[src/rtl/csr_bank_pkg.sv]
package csr_bank_pkg;

   typedef enum logic [1:0] {
      ACC_RO = 2'd0,
      ACC_WO = 2'd1,
      ACC_RW = 2'd2
   } acc_e;

   function automatic bit acc_can_read(acc_e a);
      return (a == ACC_RO) || (a == ACC_RW);
   endfunction

   function automatic bit acc_can_write(acc_e a);
      return (a == ACC_WO) || (a == ACC_RW);
   endfunction

endpackage

[src/rtl/csr_field_cell.sv]
module csr_field_cell import csr_bank_pkg::*; #(
   parameter int unsigned W       = 1,
   parameter acc_e        BUS_POL = ACC_RW,
   parameter acc_e        DEV_POL = ACC_RW,
   parameter logic [W-1:0] RST    = '0
) (
   input  logic         clk,
   input  logic         rst_n,
   input  logic [W-1:0] bus_be,
   input  logic [W-1:0] bus_d,
   input  logic         core_we,
   input  logic [W-1:0] core_d,
   output logic [W-1:0] bus_q,
   output logic [W-1:0] core_q
);

   localparam bit BUS_WR = acc_can_write(BUS_POL);
   localparam bit BUS_RD = acc_can_read(BUS_POL);
   localparam bit DEV_WR = acc_can_write(DEV_POL);
   localparam bit DEV_RD = acc_can_read(DEV_POL);
   localparam logic [W-1:0] BUS_MASK = BUS_WR ? '1 : '0;

   logic [W-1:0] store;
   logic [W-1:0] bus_en;

   assign bus_en = bus_be & BUS_MASK;

   always_ff @(posedge clk or negedge rst_n) begin
      if (!rst_n) begin
         store <= RST;
      end else if (DEV_WR && core_we) begin
         store <= core_d;
      end else begin
         store <= (store & ~bus_en) | (bus_d & bus_en);
      end
   end

   assign bus_q  = BUS_RD ? store : '0;
   assign core_q = DEV_RD ? store : '0;

   generate
      if (DEV_WR) begin : g_a_dev
         assert_core_load_R8: assert property (@(posedge clk) disable iff (!rst_n)
            core_we |=> store == $past(core_d));
         if (BUS_WR) begin : g_a_both
            assert_core_wins_R9: assert property (@(posedge clk) disable iff (!rst_n)
               (core_we && (|bus_be)) |=> store == $past(core_d));
         end
      end
      if (!BUS_WR) begin : g_a_busro
         assert_bus_write_ignored_R6: assert property (@(posedge clk) disable iff (!rst_n)
            !(DEV_WR && core_we) |=> $stable(store));
      end
   endgenerate

endmodule

[src/rtl/csr_raw_port.sv]
module csr_raw_port #(
   parameter int unsigned RAW_W = 8
) (
   input  logic             clk,
   input  logic             rst_n,
   input  logic             wr_hit,
   input  logic [RAW_W-1:0] wdata,
   output logic             stb,
   output logic [RAW_W-1:0] data
);

   always_ff @(posedge clk or negedge rst_n) begin
      if (!rst_n) begin
         stb  <= 1'b0;
         data <= '0;
      end else begin
         stb <= wr_hit;
         if (wr_hit) begin
            data <= wdata;
         end
      end
   end

endmodule

[src/rtl/csr_read_mux.sv]
module csr_read_mux #(
   parameter int unsigned DATA_W    = 8,
   parameter int unsigned ADDR_W    = 4,
   parameter int unsigned RAW_W     = 8,
   parameter int unsigned RAW_ADDR  = 0,
   parameter int unsigned WIDE_BASE = 1,
   parameter int unsigned NW        = 1
) (
   input  logic                 clk,
   input  logic                 rst_n,
   input  logic [ADDR_W-1:0]    addr,
   input  logic [RAW_W-1:0]     raw_value,
   input  logic [NW*DATA_W-1:0] wide_view,
   output logic [DATA_W-1:0]    rdata
);

   logic [DATA_W-1:0] rd_next;

   always_comb begin
      rd_next = '0;
      if (addr == ADDR_W'(RAW_ADDR)) begin
         rd_next = DATA_W'(raw_value);
      end
      for (int k = 0; k < NW; k++) begin
         if (addr == ADDR_W'(WIDE_BASE + k)) begin
            rd_next = wide_view[(NW-1-k)*DATA_W +: DATA_W];
         end
      end
   end

   always_ff @(posedge clk or negedge rst_n) begin
      if (!rst_n) begin
         rdata <= '0;
      end else begin
         rdata <= rd_next;
      end
   end

endmodule

[src/rtl/csr_field_bank.sv]
module csr_field_bank import csr_bank_pkg::*; #(
   parameter int unsigned DATA_W    = 8,
   parameter int unsigned ADDR_W    = 4,
   parameter int unsigned RAW_W     = 6,
   parameter int unsigned RAW_ADDR  = 0,
   parameter int unsigned WIDE_BASE = 2,
   parameter int unsigned NF        = 4,
   parameter int unsigned FLD_W   [NF] = '{5, 7, 4, 6},
   parameter logic [31:0] FLD_RST [NF] = '{32'h11, 32'h00, 32'h3, 32'h2A},
   parameter acc_e        BUS_POL [NF] = '{ACC_RW, ACC_RW, ACC_RO, ACC_WO},
   parameter acc_e        DEV_POL [NF] = '{ACC_RO, ACC_RW, ACC_WO, ACC_RO},
   localparam int unsigned TOT_W = fld_offset(NF)
) (
   input  logic              clk,
   input  logic              rst_n,
   input  logic [ADDR_W-1:0] bus_addr,
   input  logic              bus_we,
   input  logic [DATA_W-1:0] bus_wdata,
   output logic [DATA_W-1:0] bus_rdata,
   output logic [RAW_W-1:0]  raw_wr_data,
   output logic              raw_wr_stb,
   input  logic [RAW_W-1:0]  raw_rd_value,
   output logic [TOT_W-1:0]  fld_q,
   input  logic [TOT_W-1:0]  fld_d,
   input  logic [NF-1:0]     fld_we
);

   function automatic int unsigned fld_offset(int unsigned idx);
      int unsigned s = 0;
      for (int i = 0; i < NF; i++) begin
         if (i < idx) s += FLD_W[i];
      end
      return s;
   endfunction

   localparam int unsigned NW    = (TOT_W + DATA_W - 1) / DATA_W;
   localparam int unsigned PAD_W = NW * DATA_W;

   // elaboration-time parameter checks
   generate
      if (RAW_W < 1 || RAW_W > DATA_W) begin : g_chk_raw
         $error("pass-through width must be 1..DATA_W");
      end
      if (WIDE_BASE + NW > (1 << ADDR_W)) begin : g_chk_space
         $error("field register does not fit the address space");
      end
      if (RAW_ADDR >= WIDE_BASE && RAW_ADDR < WIDE_BASE + NW) begin : g_chk_overlap
         $error("pass-through address overlaps the field register");
      end
      for (genvar c = 0; c < NF; c++) begin : g_chk_fld
         if (FLD_W[c] < 1 || FLD_W[c] > 32) begin : g_bad
            $error("field width must be 1..32");
         end
      end
   endgenerate

   logic              raw_hit;
   logic [NW-1:0]     word_hit;
   logic [PAD_W-1:0]  bus_bit_we;
   logic [PAD_W-1:0]  bus_wvec;
   logic [PAD_W-1:0]  bus_view;
   logic              rd_mapped;

   assign raw_hit = (bus_addr == ADDR_W'(RAW_ADDR));

   generate
      for (genvar k = 0; k < NW; k++) begin : g_word
         localparam int unsigned LSB = (NW - 1 - k) * DATA_W;
         assign word_hit[k] = (bus_addr == ADDR_W'(WIDE_BASE + k));
         assign bus_bit_we[LSB +: DATA_W] = {DATA_W{bus_we && word_hit[k]}};
         assign bus_wvec[LSB +: DATA_W]   = bus_wdata;
      end

      if (PAD_W > TOT_W) begin : g_pad
         assign bus_view[PAD_W-1:TOT_W] = '0;
      end

      for (genvar g = 0; g < NF; g++) begin : g_fld
         localparam int unsigned OFF = fld_offset(g);
         localparam int unsigned W   = FLD_W[g];
         csr_field_cell #(
            .W       (W),
            .BUS_POL (BUS_POL[g]),
            .DEV_POL (DEV_POL[g]),
            .RST     (FLD_RST[g][W-1:0])
         ) u_cell (
            .clk     (clk),
            .rst_n   (rst_n),
            .bus_be  (bus_bit_we[OFF +: W]),
            .bus_d   (bus_wvec[OFF +: W]),
            .core_we (fld_we[g]),
            .core_d  (fld_d[OFF +: W]),
            .bus_q   (bus_view[OFF +: W]),
            .core_q  (fld_q[OFF +: W])
         );
      end
   endgenerate

   csr_raw_port #(
      .RAW_W (RAW_W)
   ) u_raw (
      .clk    (clk),
      .rst_n  (rst_n),
      .wr_hit (bus_we && raw_hit),
      .wdata  (bus_wdata[RAW_W-1:0]),
      .stb    (raw_wr_stb),
      .data   (raw_wr_data)
   );

   csr_read_mux #(
      .DATA_W    (DATA_W),
      .ADDR_W    (ADDR_W),
      .RAW_W     (RAW_W),
      .RAW_ADDR  (RAW_ADDR),
      .WIDE_BASE (WIDE_BASE),
      .NW        (NW)
   ) u_rmux (
      .clk       (clk),
      .rst_n     (rst_n),
      .addr      (bus_addr),
      .raw_value (raw_rd_value),
      .wide_view (bus_view),
      .rdata     (bus_rdata)
   );

   assign rd_mapped = raw_hit || (|word_hit);

   assert_raw_strobe_source_R3: assert property (@(posedge clk) disable iff (!rst_n)
      raw_wr_stb |-> $past(bus_we && bus_addr == ADDR_W'(RAW_ADDR)));

   assert_raw_strobe_data_R3: assert property (@(posedge clk) disable iff (!rst_n)
      (bus_we && raw_hit) |=> (raw_wr_stb && raw_wr_data == $past(bus_wdata[RAW_W-1:0])));

   assert_raw_read_R4: assert property (@(posedge clk) disable iff (!rst_n)
      raw_hit |=> bus_rdata == DATA_W'($past(raw_rd_value)));

   assert_unmapped_zero_R10: assert property (@(posedge clk) disable iff (!rst_n)
      !rd_mapped |=> bus_rdata == '0);

endmodule

[config.mk]
export PLATFORM = sky130hd
export DESIGN_NAME = csr_field_bank
export DESIGN_NICKNAME = d
export VERILOG_FILES = /design/src/rtl/csr_bank_pkg.sv /design/src/rtl/csr_field_cell.sv /design/src/rtl/csr_raw_port.sv /design/src/rtl/csr_read_mux.sv /design/src/rtl/csr_field_bank.sv
export SDC_FILE = /design/constraint.sdc
export NUM_CORES = 1
export LEC_CHECK = 0
export ABC_AREA = 1
export CORE_ASPECT_RATIO = 0.5
export CORE_UTILIZATION = 62
export CTS_CLUSTER_SIZE = 14
export DETAILED_ROUTE_END_ITERATION = 10
export DONT_BUFFER_PORTS = 1
export PLACE_DENSITY = 0.78
export REMOVE_ABC_BUFFERS = 1
export SLEW_MARGIN = 20
export SYNTH_ARGS = -nofsm -noshare
export SYNTH_HDL_FRONTEND = slang
export SYNTH_HIERARCHICAL = 1
export SYNTH_SLANG_ARGS = --single-unit
export TNS_END_PERCENT = 20
[constraint.sdc]
create_clock -name clk -period 1 [get_ports clk]
set_input_delay 0.15 -clock clk [delete_from_list [all_inputs] [get_ports clk]]
set_output_delay 0.15 -clock clk [all_outputs]
set_load 0.005 [all_outputs]
After elaboration in Yosys (flattened, before gate mapping). Cells that the tools add are included.

Eq/ne operators: 3. Mux-type cells: 5. Bitwise logic cells: 12. Reductions and logical operators: 5.

Operators by type and width (number): $mux W8 (3); $and A7 B7 Y7 (2); $and A6 B6 Y6 (2); $and A5 B5 Y5 (2); $eq A4 B2 Y1 const B (2); $mux W7 (1); $not A7 Y7 (1); $or A7 B7 Y7 (1); $mux W6 (1); $not A6 Y6 (1); $or A6 B6 Y6 (1); $not A5 Y5 (1); $or A5 B5 Y5 (1); $eq A4 B3 Y1 const B (1); $logic_and A1 B1 Y1 (4); $logic_not A4 Y1 (1).

Register bits: 37. Input port bits: 47. Output and inout bits: 37. Word-level logic and storage cells: 32.

Depth between registers and ports, before layout. Gate-level depths: netlist (run 1).

Depth in word-level cells: 6. Depth in mapped cells: 7. Depth with buffers taken out: 6.

By module. The synthesis (run 1) kept the hierarchy.

Modules (own cells, without submodules): csr_read_mux (instances 1, cells an instance 89, area an instance 634.4 sq um, sequential area each 200.2 sq um); csr_field_cell (g_fld[1].u_cell) (instances 1, cells an instance 51, area an instance 391.6 sq um, sequential area each 175.2 sq um); csr_field_cell (g_fld[3].u_cell) (instances 1, cells an instance 37, area an instance 292.8 sq um, sequential area each 153.9 sq um); csr_raw_port (instances 1, cells an instance 26, area an instance 246.5 sq um, sequential area each 175.2 sq um); csr_field_cell (g_fld[0].u_cell) (instances 1, cells an instance 30, area an instance 240.2 sq um, sequential area each 127.6 sq um); csr_field_cell (g_fld[2].u_cell) (instances 1, cells an instance 22, area an instance 185.2 sq um, sequential area each 102.6 sq um); csr_field_bank (instances 1, cells an instance 15, area an instance 58.8 sq um, sequential area each 0.0 sq um).

Worst setup path before layout (run 1). OpenSTA, ideal clock, no wires.

Kind: input to register. Start: input bus_addr[0]. End: register (tool-made name). Library setup time: 0.125 ns. Arrival time: 1.039 ns. Data required time: 0.875 ns. Setup slack: -0.164 ns. Cell stages on the path: 6. Buffers on the path: 0. Path through: nor2_1 -> nand2_1 -> nor2_1 -> nor2_1 -> nand2_1 -> nand3_1.

RTL lines: start: declaration (RTL line csr_field_bank.sv:16) `input logic [ADDR_W-1:0] bus_addr,`.

==> metrics.md, run 1 <==
| Metric | Value |
|---|---|
| Fin crit share | 0.9919 |
| Fillcell total | roughly 250 |
| Max VDD drop | ~0.0011 V |
| Root Driver | clkbuf_8 |
| I/O Pins | 84 |
| Horiz. Die Dim | between 80 and 90 microns |
| RR Endpoint | u_rmux/rdata[4] |
| Initial Utilization | 0.6686 |
| RSZ-0062 raised after global routing | true |
| Detail Placement HPWL | about 2900 microns |
| Max Clk Rate | between 1000 and 1500 MHz |
| Vert. Die Dim | roughly 43 microns |
| Setup crit end kind | output port |
| Static Leakage | approximately 1.1 nW |
| Area delta synth->final | 6.532% |
| Tot GR Track Use | 0.2664 |
| Synth area leaders | dfrtp_1, nand2_1, dfstp_2 |
| Arrival time at the worst endpoint | around 840 ps |
| Fin. max-slew vios | 0 |
| M1 WL | ~2100 microns |
| DP Area | ~1900 sq um |
| Num rows | 14 |
| Placer Congestion | 0.7673 |
| Max Cap Viol | 0 |
| Buffers added on ports | 0 |
| # DRC | 0 |
| Vias per inst | roughly 5.1 |
| Dominant cell type by area after synthesis | dfrtp_1 |
| Run status | complete, but fails checks |
| Worst reg-to-reg setup slack | about 160 ps |
| Highest metal used | met4 |
| Die area | approximately 3600 sq um |
| Failing checks | negative hold slack |
| Yosys warns | 6 |
| First-pass GRT wire length | approximately 7200 microns |
| H-tree lvl count | 2 |
| Clk sinks | 37 |
| Met2 Wirelength | approximately 2000 microns |
| Worst Path Required | between 800 and 900 ps |
| Tightest Hold Check Type | in -> async |
| Top-area cell type share of the netlist area | 0.3663 |
| Crit Path Max Fanout | 3 |
| N_diodes | 0 |
| Setup CP Type | reg -> out |
| Minimum clock period | just under 1000 ps |
| Total core area | 3065 sq um |
| Gr ovfl total | 0 |
| Initial antenna violation count | 0 |
| Hold_buf cts | 17 |
| Syn Area/Cell | 7.591 sq um |
| Pin count of the biggest net entering global routing | 38 |
| Clk_skew | roughly 5.2 ps |
| Synth cell types | 14 |
| Routed wire length on met3 | 296 microns |
| Antenna-violating nets left | 0 |
| Share of cells above drive strength 1 | 0.08602 |
| Cells on worst reg2reg path | 2 |
| CTS tree | yes |
| Via count | between 1500 and 2000 |
| Final instance area | about 2200 sq um |
| Fin nets | between 300 and 400 |
| Pwr/cell area | approximately 1500 nW/um^2 |
| Clk slew on worst S/H paths | 70 ps |
| Seq cells post-synth | 37 |
| WL/cell | 13.76 microns |
| Sequential area share after synthesis | 0.4560 |
| CP startpoint kind | flip-flop |
| Post-Route WL | between 4000 and 5000 microns |
| Setup violators final | 0 |
| Crit path to | fld_q[0] |
| Vias in the first global route | approximately 1600 |
| Syn Std Cell Area | about 2000 sq um |
| Fin Hold WS | -450.0 ps |
| Total CTS buffers | 5 |
| Worst-Skew Late Latency | slightly below 300 ps |
| Critical Path Stages | 0 |
| Detailed Route Iter0 Violations | 75 |
| Total iterations of the first detailed-routing run | 5 |
| Final Hold Vio Count | 37 |
| Clock Path Buffers | 2 |
| Cell count after synthesis | 270 |
| PostCTS Resize Cnt | 0 |
[metal layers]
| metal | GRT usage | up-vias |
|---|---|---|
| met3 | 0.09339 | 2 |
| met1 | 0.3333 | 761 |
| met4 | 0.08276 | 0 |
| met2 | 0.4426 | 52 |
| met5 | 0 | - |
| li1 | - | 817 |
[Yosys cell counts]
cell     instances
nand4_1         16
conb_1           3
dfrtp_1         30
inv_2            3
nor2_8           1
buf_4           24
nand2_1        108
buf_6            5
nor2_1          13
nor2_4           1
nand3_1         30
dfstp_2          7
buf_8            1
inv_1           28
[cells by family (layout without fill, tap and decap cells)]
| group | after synthesis | in the layout | synth area share |
|---|---|---|---|
| other | 3 | 12 | 0.005494 |
| AND/OR/NAND/NOR | 169 | 169 | 0.3590 |
| flip-flops | 37 | 37 | 0.4560 |
| buffers and inverters | 61 | 61 | 0.1795 |
[power breakdown]
group          total, mW  switching (mW)  internal [mW]
sequential          1.91           0.179           1.73
clock               1.08           0.521          0.560
combinational      0.381           0.213          0.168
[cell usage in the layout, fill, tap and decap left out, drive strengths merged]
cell / n
nand2: 108
inv: 31
nand3: 30
dfrtp: 30
dlygate4sd3: 17
nand4: 16
nor2: 15
conb: 12
dfstp: 7
clkbuf: 7
buf: 5
clkinvlp: 1
[metrics by stage]
stage          utilization  setup WS (ps)  instances  power (mW)  setup TNS [ps]
2_1_floorplan            -         -163.9        249       2.139          -949.8
3_3_place_gp        0.6261          140.9        294       2.221               0
3_5_place_dp        0.6261          92.90        294       2.246               0
4_1_cts             0.7122          3.344        319       3.397               0
5_1_grt             0.7122         -15.62        319       3.532          -34.11
6_report            0.7122          8.077        319       3.374               0
[repair_timing]
action                                 4_1_cts  5_1_grt
buffers inserted                             0        0
endpoints found under the hold margin       62       37
setup endpoints to repair                    0        4
[area by class of cell]
class / instances / area [sq um] / share of cell area
clock buffers: 7 / 86.33 / 0.03954
clock inverters: 1 / 7.507 / 0.003438
inverters: 31 / 116.4 / 0.05330
multi-input cells: 181 / 780.7 / 0.3576
flip-flops and latches: 37 / 934.6 / 0.4281
well taps: 40 / 50.05 / 0.02292
repair buffers: 22 / 207.7 / 0.09513
[worst min-delay path by stage]
stage,depth (start not counted),startpoint,endpoint
2_1_floorplan,0,rst_n,async pin
6_report,0,rst_n,u_rmux/rdata[1]
3_5_place_dp,0,rst_n,u_rmux/rdata[1]
5_1_grt,0,rst_n,async pin
3_3_place_gp,0,rst_n,u_rmux/rdata[1]
4_1_cts,0,rst_n,async pin
No activity file was read; power rests on OpenSTA's default activity.
==> inputs of run 2 (changes only) <==
--- a/config.mk
+++ b/config.mk
@@ -8,6 +8,8 @@
 export ABC_AREA = 1
 export CORE_ASPECT_RATIO = 0.5
 export CORE_UTILIZATION = 62
+export CTS_BUF_LIST = sky130_fd_sc_hd__clkbuf_16
+export CTS_CLUSTER_DIAMETER = 60
 export CTS_CLUSTER_SIZE = 14
 export DETAILED_ROUTE_END_ITERATION = 10
 export DONT_BUFFER_PORTS = 1
==> metrics.md, run 2 (synthesis gave the netlist of run 1 again) <==
| Metric | Value |
|---|---|
| Total power | roughly 3.7 mW |
| Vias per inst | around 5.1 |
| Horiz. Die Dim | ~83 microns |
| Fin. max-slew vios | 0 |
| Setup crit end kind | output port |
| Fillcell total | 254 |
| Worst Path Required | ~850 ps |
| CP startpoint kind | flip-flop |
| Buffers added on ports | 0 |
| Via count | 1586 |
| Clk_skew | 1.953 ps |
| Num rows | 14 |
| Initial antenna violation count | 0 |
| N_diodes | 0 |
| Clk sinks | 37 |
| Psw | roughly 0.95 mW |
| Root Driver | clkbuf_16 |
| Clock Path Buffers | 2 |
| Vias in the first global route | 1479 |
| Most frequent cells in the layout | nand2_1, nand3_1, dfrtp_1, inv_1, nand4_1 |
| Final Hold Vio Count | 37 |
| Max Clk Rate | just over 1000 MHz |
| # DRC | 0 |
| Setup violators final | 0 |
| Worst setup slack after layout | approximately 29 ps |
| CTS tree | yes |
| Non-filler cells, final | approximately 310 |
| Placed Instances | approximately 300 |
| Fin Setup TNS | 0 ps |
| Internal power | between 2 and 3 mW |
| Clock share of power | 0.393 |
| WL/cell | ~14 microns |
| RSZ-0062 raised after global routing | false |
| Tightest Hold Check Type | in -> async |
| Failing checks | negative hold slack |
| Tot GR Track Use | 0.2622 |
| Arrival time at the worst endpoint | 820 ps |
| Vert. Die Dim | roughly 43 microns |
| H-tree lvl count | 2 |
| Hold_buf cts | 10 |
| Post-Route WL | between 4000 and 5000 microns |
| First-pass GRT wire length | 7003 microns |
| Fin crit share | 0.9714 |
| Max Cap Viol | 0 |
| Fin nets | ~320 |
| Total iterations of the first detailed-routing run | 4 |
| Pwr/cell area | 1731 nW/um^2 |
| Total CTS buffers | 5 |
| Crit Path Max Fanout | 3 |
| Static Leakage | roughly 1.1 nW |
| Commonest non-fill, non-tap cell in the layout | nand2_1 |
| Clk slew on worst S/H paths | about 50 ps |
| Fin Hold WS | -431.2 ps |
| Minimum clock period | 971.4 ps |
| Max VDD drop | 0.001309 V |
| Area delta synth->final | 5.372% |
| Worst-Skew Late Latency | roughly 270 ps |
| Initial Utilization | 0.6686 |
| Run status | complete, but fails checks |
| Placer Congestion | ~0.77 |
| Antenna-violating nets left | 0 |
| Reg power frac | 0.512 |
| Detailed Route Iter0 Violations | 90 |
| Gr ovfl total | 0 |
| Setup CP Type | reg -> out |
| Total core area | 3065 sq um |
| Pin count of the biggest net entering global routing | 38 |
| Place WS | 92.90 ps |
| Share of cells above drive strength 1 | 0.08456 |
| Sw Ratio | 0.2536 |
| Gate power share | 0.095 |
| Detail Placement HPWL | between 2000 and 3000 microns |
| I/O Pins | 84 |
| Die area | ~3600 sq um |
run 2: worst paths after layout:
check / from / to / slack, ps / depth (start not counted)
worst max-delay path: flip-flop / fld_q[0] / 30 / 0
worst min-delay path: rst_n / u_rmux/rdata[1] / -430 / 0
worst max register to register: flip-flop / u_rmux/rdata[4] / 160 / 2
worst min register to register: g_fld[2].u_cell/bus_q[1] / g_fld[2].u_cell/bus_q[1] / 460 / 2
max in group asynchronous: rst_n / async pin / 1240 / 0
min in group clk: fld_we[2] / g_fld[2].u_cell/bus_q[3] / 10 / 2
run 2: per-layer routing:
metal	GRT usage	up-vias	share of wire
met4	0.05862	0	0.0018
met2	0.4393	57	0.48
met1	0.3350	721	0.44
met3	0.08949	2	0.082
met5	0	-	0
li1	-	806	-
run 2: power by group through the flow:
stage	clock network, mW	registers (mW)	logic, mW
CTS	1.50	1.92	0.350
global placement	0	1.93	0.287
finish	1.47	1.91	0.356
floorplan	0	1.88	0.256
detailed placement	0	1.94	0.310
global route	1.56	1.94	0.412
run 2: through the flow:
stage	area [sq um]	utilization
after detailed placement	1919	0.6261
after global routing	2160	0.7045
final	2160	0.7045
after global placement	1919	0.6261
after floorplan	1832	-
after CTS	2160	0.7045
run 2: layout make-up:
| class | instances | area, sq um | area share |
|---|---|---|---|
| well taps | 40 | 50.05 | 0.02317 |
| repair buffers | 15 | 137.6 | 0.06373 |
| flip-flops and latches | 37 | 934.6 | 0.4328 |
| clock inverters | 3 | 15.01 | 0.006952 |
| clock buffers | 5 | 125.1 | 0.05794 |
| inverters | 31 | 116.4 | 0.05388 |
| multi-input cells | 181 | 780.7 | 0.3615 |
run 2: timing repair:
item                      in CTS  in global routing
resized for setup              0                  0
buffers inserted               0                  0
hold endpoints to repair      55                 37
==> inputs of run 3 (changes only) <==
--- a/config.mk
+++ b/config.mk
@@ -6,7 +6,6 @@
 export NUM_CORES = 1
 export LEC_CHECK = 0
 export ABC_AREA = 1
-export CORE_ASPECT_RATIO = 0.5
 export CORE_UTILIZATION = 62
 export CTS_BUF_LIST = sky130_fd_sc_hd__clkbuf_16
 export CTS_CLUSTER_DIAMETER = 60
@@ -14,6 +13,7 @@
 export DETAILED_ROUTE_END_ITERATION = 10
 export DONT_BUFFER_PORTS = 1
 export PLACE_DENSITY = 0.78
+export RECOVER_POWER = 100
 export REMOVE_ABC_BUFFERS = 1
 export SLEW_MARGIN = 20
 export SYNTH_ARGS = -nofsm -noshare
==> metrics.md, run 3 (synthesis gave the netlist of run 1 again) <==
| Metric | Value |
|---|---|
| Detail Placement HPWL | between 2000 and 3000 microns |
| # Post-CTS Setup Buffers | 0 |
| Run status | complete, but fails checks |
| Max Clk Rate | 1015 MHz |
| # DRC | 0 |
| Worst-Skew Late Latency | roughly 270 ps |
| Hold_buf cts | 11 |
| Gr ovfl total | 0 |
| FF+latch area | approximately 930 sq um |
| Pwr/cell area | ~1700 nW/um^2 |
| Share of cells above drive strength 1 | 0.05861 |
| Fin Hold WS | -433.5 ps |
| RSZ-0062 raised after global routing | true |
| I/O Pins | 84 |
| Clk_skew | about 1.2 ps |
| Post-Route WL | roughly 4200 microns |
| Static Leakage | 1.109 nW |
| Max VDD drop | 0.0009376 V |
| Via count | approximately 1600 |
| Buffers added on ports | 0 |
| Initial antenna violation count | 0 |
| Crit Path Max Fanout | 3 |
| Clk slew on worst S/H paths | approximately 50 ps |
| Failing checks | negative hold slack |
| Num rows | 20 |
| Vias in the first global route | about 1500 |
| First-pass GRT wire length | between 6000 and 7000 microns |
| CTS tree | yes |
| Setup CP Type | reg -> out |
| Clk sinks | 37 |
| Total CTS buffers | 5 |
| Total core area | approximately 3100 sq um |
| Root Driver | clkbuf_16 |
| Total power | 3.723 mW |
| Max Cap Viol | 0 |
| Setup violators final | 0 |
| Setup crit end kind | output port |
| Worst Path Required | approximately 850 ps |
| Arrival time at the worst endpoint | ~840 ps |
| Most frequent cells in the layout | nand2_1, nand3_1, dfrtp_1, inv_1, nand4_1 |
| Vert. Die Dim | 59.50 microns |
| Worst reg-to-reg setup slack | 180 ps |
| Horiz. Die Dim | 59.50 microns |
| Minimum clock period | between 900 and 1000 ps |
| Pin count of the biggest net entering global routing | 38 |
| Die area | between 3000 and 4000 sq um |
| Fillcell total | 273 |
| Final Hold Vio Count | 37 |
| Fin crit share | 0.9852 |
| Antenna-violating nets left | 0 |
| Util after Layout | 0.6976 |
| Initial Utilization | 0.6605 |
| N_diodes | 0 |
| Fin. max-slew vios | 0 |
| Placer Congestion | between 0.7 and 0.8 |
| Clock Path Buffers | 2 |
| Tot GR Track Use | 0.2556 |
| WL/cell | 13.22 microns |
| Total iterations of the first detailed-routing run | 5 |
| Detailed Route Iter0 Violations | between 100 and 150 |
| H-tree lvl count | 2 |
| Tightest Hold Check Type | in -> async |
| Vias per inst | 4.924 |
| Commonest non-fill, non-tap cell in the layout | nand2_1 |
| CP startpoint kind | flip-flop |
| Fin nets | approximately 320 |
| Area delta synth->final | 5.617% |
| Area of the multi-input gates | slightly below 800 sq um |
[run 3: changes by cell type in the layout (fill, tap and decap cells not counted), sizes merged]
cell / before / now
inv: 32 / 31
clkinv: 1 / 3
buf: 5 / 3
dlygate4sd3: 10 / 11
clkinvlp: 1 / 0
clkbuf: 5 / 7
[run 3: cell type report]
type | instances | area share
repair buffers | 16 | 0.06474
clock buffers | 5 | 0.05780
flip-flops and latches | 37 | 0.4318
inverters | 31 | 0.05376
well taps | 44 | 0.02543
multi-input cells | 181 | 0.3607
clock inverters | 3 | 0.005780
[run 3: per-layer routing]
metal,GRT usage,vias to the layer above,share of wire
li1,-,801,-
met1,0.3225,691,0.44
met2,0.4077,63,0.47
met3,0.07424,6,0.079
met4,0.1130,0,0.012
met5,0,-,0
[run 3: repair_timing]
action,CTS,global route
endpoints found under the hold margin,59,37
endpoints found under the setup margin,0,1
gates resized for setup,0,0
[run 3: final timing paths]
| kind | from | end | cells after the start |
|---|---|---|---|
| worst min register to register | g_fld[2].u_cell/bus_q[0] | g_fld[2].u_cell/bus_q[0] | 2 |
| worst max-delay path | flip-flop | fld_q[0] | 0 |
| worst max register to register | flip-flop | u_rmux/rdata[4] | 2 |
| min in group clk | fld_d[15] | g_fld[2].u_cell/bus_q[3] | 2 |
| max in group asynchronous | rst_n | g_fld[2].u_cell/bus_q[0] | 0 |
| worst min-delay path | rst_n | async pin | 0 |
[run 3: through the flow]
stage | TNS [ps] | setup slack (ps) | area (sq um) | std cells | hold slack, ps
2_1_floorplan | -949.8 | -163.9 | 1832 | 249 | -145.6
3_3_place_gp | 0 | 106.4 | 1924 | 298 | -145.0
3_5_place_dp | 0 | 89.29 | 1924 | 298 | -145.1
4_1_cts | 0 | 8.012 | 2172 | 317 | -439.7
5_1_grt | -0.4439 | -0.4439 | 2165 | 317 | -444.7
6_report | 0 | 14.76 | 2165 | 317 | -433.5
[run 3: report_power, final]
| group | switching (mW) | total (mW) | internal (mW) |
|---|---|---|---|
| Combinational | 0.198 | 0.349 | 0.151 |
| Sequential | 0.179 | 1.91 | 1.73 |
| Clock | 0.568 | 1.47 | 0.900 |
